**src/rtl/spi_clk_prescaler.sv**
```systemverilog
module spi_clk_prescaler #(
  parameter int DIV_W   = 2,
  parameter int BRG_W   = 6,
  parameter int BRG_MIN = 4
) (
  input  logic             clk,
  input  logic             rst_n,
  input  logic             en,
  input  logic [DIV_W-1:0] div_sel,
  input  logic [BRG_W-1:0] brg,
  input  logic             idle_pol,
  output logic             sclk,
  output logic             lead_stb,
  output logic             trail_stb
);
  localparam int PRE_W = (1 << DIV_W) + 1;

  logic [DIV_W-1:0] div_q;
  logic [BRG_W-1:0] brg_q;
  logic             pol_q;
  logic [PRE_W-1:0] pre_cnt;
  logic [BRG_W-1:0] brg_cnt;
  logic             phase_q;

  wire [BRG_W-1:0] brg_clamped = (brg < BRG_W'(BRG_MIN)) ? BRG_W'(BRG_MIN) : brg;
  wire [PRE_W-1:0] pre_max     = (PRE_W'(2) << div_q) - PRE_W'(1);
  wire             pre_tick    = (pre_cnt == pre_max);
  wire             toggle      = pre_tick && (brg_cnt == brg_q);

  always_ff @(posedge clk or negedge rst_n) begin
    if (!rst_n) begin
      div_q     <= '0;
      brg_q     <= BRG_W'(BRG_MIN);
      pol_q     <= 1'b0;
      pre_cnt   <= '0;
      brg_cnt   <= '0;
      phase_q   <= 1'b0;
      lead_stb  <= 1'b0;
      trail_stb <= 1'b0;
    end else if (!en) begin
      div_q     <= div_sel;
      brg_q     <= brg_clamped;
      pol_q     <= idle_pol;
      pre_cnt   <= '0;
      brg_cnt   <= '0;
      phase_q   <= 1'b0;
      lead_stb  <= 1'b0;
      trail_stb <= 1'b0;
    end else begin
      pre_cnt   <= pre_tick ? '0 : pre_cnt + PRE_W'(1);
      if (pre_tick) brg_cnt <= toggle ? '0 : brg_cnt + BRG_W'(1);
      if (toggle) phase_q <= ~phase_q;
      lead_stb  <= toggle && !phase_q;
      trail_stb <= toggle && phase_q;
    end
  end

  assign sclk = en ? (phase_q ^ pol_q) : idle_pol;

  p_strobe_excl_r6: assert property (@(posedge clk) disable iff (!rst_n)
    !(lead_stb && trail_stb));

  p_lead_single_r6: assert property (@(posedge clk) disable iff (!rst_n)
    lead_stb |=> !lead_stb);

  p_trail_single_r6: assert property (@(posedge clk) disable iff (!rst_n)
    trail_stb |=> !trail_stb);

  p_off_quiet_r5: assert property (@(posedge clk) disable iff (!rst_n)
    (!en && !$past(en)) |-> (!lead_stb && !trail_stb));

  p_cfg_hold_r7: assert property (@(posedge clk) disable iff (!rst_n)
    (en && $past(en)) |-> ($stable(div_q) && $stable(brg_q) && $stable(pol_q)));

  p_brg_floor_r3: assert property (@(posedge clk) disable iff (!rst_n)
    brg_q >= BRG_W'(BRG_MIN));

  p_cnt_bound_r2: assert property (@(posedge clk) disable iff (!rst_n)
    brg_cnt <= brg_q);
endmodule

```
**config.mk**
```make
export PLATFORM = sky130hd
export DESIGN_NAME = spi_clk_prescaler
export DESIGN_NICKNAME = d
export VERILOG_FILES = /design/src/rtl/spi_clk_prescaler.sv
export SDC_FILE = /design/constraint.sdc
export NUM_CORES = 1
export LEC_CHECK = 0
export BUFFER_PORTS_ARGS = -buffer_cell sky130_fd_sc_hd__buf_4
export CORE_MARGIN = 3
export CORE_UTILIZATION = 35
export CTS_BUF_LIST = sky130_fd_sc_hd__clkbuf_4 sky130_fd_sc_hd__clkbuf_8
export CTS_CLUSTER_DIAMETER = 30
export CTS_CLUSTER_SIZE = 25
export DETAILED_ROUTE_END_ITERATION = 8
export GPL_TIMING_DRIVEN = 0
export PLACE_DENSITY = 0.53
export SYNTH_ARGS = -nofsm -noshare
export SYNTH_HDL_FRONTEND = slang
export SYNTH_SLANG_ARGS = --single-unit
```
**constraint.sdc**
```tcl
create_clock -name clk -period 1.5 [get_ports clk]
set_input_delay 0.225 -clock clk [delete_from_list [all_inputs] [get_ports clk]]
set_output_delay 0.225 -clock clk [all_outputs]
set_load 0.005 [all_outputs]
```
==> run metrics <==
Core Rows 20; number of H-tree branching levels 1; type of the setup path with the least slack register to register; count leader, synth sky130_fd_sc_hd__dfrtp_1; Die X roughly 64 µm; net count of the finished layout approximately 150; violations in the final reports setup timing; Max Slew Vio Count 0; area taken by flip-flops and latches roughly 580 µm²; starting utilization of the core area approximately 38%; number of vias in the routed layout roughly 900; number of nets with antenna violations after detailed routing 0; Post-Route Setup TNS -1.65 ns; capture point of the worst reg-to-reg path brg_cnt[2]; transition time at the pin with the least slew margin roughly 0.53 ns; clock transition at the registers of the reported paths roughly 0.13 ns; most area-consuming cells after synthesis sky130_fd_sc_hd__dfrtp_1 (47%), sky130_fd_sc_hd__mux2_2 (5.8%), sky130_fd_sc_hd__xor2_1 (4.5%); startpoint of the lowest-slack register-to-register path div_q[0]; maximum clock insertion buffer count 2; min-delay worst type primary input to register; Crit path required time 1.71 ns; number of enable flip-flop cells after synthesis 0; maximum clock skew at final layout 0.00271 ns; register-to-register path setup slack -0.20 ns; category of the worst setup path launch point register; Worst Setup Slack, final -0.195 ns; delay of the slowest cell on the worst path about 0.43 ns; ratio of final minimum period to clock period 113%; Critical Path Sink Type register; cells after synthesis 104; number of storage elements in the synthesis netlist 23; sequential fraction of the synthesis area about half; highest clock frequency the design can meet around 590 MHz; beginning of the critical path div_q[0]; GP Congestion about 0.75; number of antenna violations at the first check in global routing 0; Post-Route Hold Slack around 0.1 ns; Area after DPL 0.00132 mm²; CTS tree built; area of the mapped netlist between 0.001 and 0.0015 mm²; number of synthesis warnings 0; residual DRC count 0; critical path, cell by cell or2_4 > a2111oi_4 > o21ai_4 > buf_6 > a32oi_1 > o31ai_1; grt ovf 0; pwr dens 834 mW/mm²; core region area between 0.003 and 0.004 mm²; Fillers around 320; most frequent cells after synthesis sky130_fd_sc_hd__dfrtp_1 (22), sky130_fd_sc_hd__nand3_1 (9), sky130_fd_sc_hd__mux2_2 (6), sky130_fd_sc_hd__nor2_1 (6), sky130_fd_sc_hd__xor2_1 (6); count of clock tree sinks 23; maximum fanout along the worst path 5; Top FF cell, synth sky130_fd_sc_hd__dfrtp_1; DIE AREA approximately 0.004 mm²; pin count of the biggest net entering global routing 24; relative area change from synthesis to final layout 26.7%; crit path max-delay cell type sky130_fd_sc_hd__dfrtp_1; number of port buffers 13; number of global-route vias before repair between 900 and 1000; endpoint arrival time on the critical path 1.91 ns; synthesized netlist net count 118; number of cells on the worst reg-to-reg path 6; library cell with the largest summed area after synthesis sky130_fd_sc_hd__dfrtp_1; RSZ-0062 raised after global routing true; number of failing setup endpoints in the final timing report 13; hold violation total from the final report 0; result of the run finished with violations; crit path time final ~1.7 ns; vias per std cell around 5; Boundary Pins 15; post-detailed-routing wire length between 2000 and 2500 µm; global router's overall resource usage approximately 13%; clock root buffer master sky130_fd_sc_hd__clkbuf_4; maxcap violations 0; share of the synthesized area in the top cell type a little under half; library cells used by synthesis 35; headroom to the max-slew limit between 60 and 70%; post-detail-place hpwl around 1600 µm; average cell area after synthesis between 10 and 15 µm²; clock insertion delay at the later pin of the skew report 0.31 ns; first drt pass iteration count 3; proportion of register bits with asynchronous set or reset after synthesis 100%; area taken by multi-input logic gates a little over 600 µm²; number of DRC markers after the initial detailed-route iteration 23; Leak Pwr roughly 0.64 nW; routed wirelength normalized by instance count around 14 µm; worst vdd ir 0.000285 V; post-route standard cell area excluding fillers about 0.0015 mm²; Ant. Diodes 0; end point of the critical path brg_cnt[2]; die height around 64 µm; fraction of layout cells with a size suffix above 1 36.2%; wire length of the first global-routing pass just over 4000 µm; total clock buffers created by CTS 3
-- area by class of cell --
type / instances / area share, %
Tap cell: 44 / 3.74
Sequential cell: 23 / 39.1
Clock inverter: 1 / 0.340
Multi-Input combinational cell: 75 / 41.4
Timing Repair Buffer: 22 / 11.7
Buffer: 5 / 1.87
Clock buffer: 3 / 1.53
Inverter: 1 / 0.255
-- routing by layer --
layer  track usage, %  routed length (µm)
met1             15.5                1060
met2             22.2                1230
met3             2.14                  39
met4             5.66                  46
met5                0                   0
-- report_power, final --
part | internal, mW | switching (mW)
combinational | 0.123 | 0.105
sequential | 0.663 | 0.0435
clock | 0.0998 | 0.195
-- metrics by stage --
stage | power, mW | worst slack (ns) | instances | util, %
global route | 1.30 | -0.302 | 174 | 47.5
CTS | 1.24 | -0.219 | 174 | 46.5
finish | 1.23 | -0.195 | 174 | 47.5
detailed placement | 0.906 | -0.260 | 161 | 42.4
global placement | 0.901 | -0.254 | 161 | 42.4
floorplan | 0.835 | -0.0795 | 104 | -
-- logic make-up after synthesis --
| logic type | synth area share [%] |
|---|---|
| AOI/OAI and AO/OA | 10.8 |
| adders and majority gates | 2.15 |
| buffers and inverters | 2.58 |
| xor gates and xnor gates | 8.28 |
| muxes | 5.81 |
| and+or+nand+nor | 20.9 |
| DFF | 49.6 |
-- how the worst min path moves through the flow --
stage / to / slack, ns / start / depth (start not counted)
floorplan: brg_cnt[0] / -0.07 / rst_n / 0
global placement: brg_cnt[0] / 0.14 / rst_n / 1
detailed placement: brg_cnt[0] / 0.14 / rst_n / 1
CTS: brg_q[2] / 0.09 / brg[2] / 3
global route: brg_q[0] / 0.09 / brg[0] / 2
finish: brg_q[2] / 0.10 / brg[2] / 3
-- timing repair --
action	CTS	global route
endpoints found under the setup margin	13	14
hold buffers	1	0
endpoints found under the hold margin	22	0
resized for setup	8	8
cloned	1	0
buffers inserted	7	0
pin swaps	2	2
-- state kept, by name, summed over array words and instances, names as in the netlist --
signal / flops
div_q: 2
phase_q: 1
trail_stb: 1
brg_q: 6
brg_cnt: 6
pol_q: 1
lead_stb: 1
pre_cnt: 5
-- cells in the final DEF, fill, tap and decap left out, types with 4 or more instances in the layout --
cell type and instances:
sky130_fd_sc_hd__nand3_2 4, sky130_fd_sc_hd__dfrtp_1 22, sky130_fd_sc_hd__xnor2_1 5, sky130_fd_sc_hd__mux2_2 6
sky130_fd_sc_hd__nand2_1 4, sky130_fd_sc_hd__buf_4 18, sky130_fd_sc_hd__nor2_1 6, sky130_fd_sc_hd__xor2_1 6
sky130_fd_sc_hd__nand3_1 6
-- critical path, delay by kind of cell, from the launching register on --
kind | cells | cell delay, ns
compound gates | 4 | 0.76
simple gates | 1 | 0.26
flops | 1 | 0.43
buf+inv | 1 | 0.15
(Power assumes the default switching activity.)
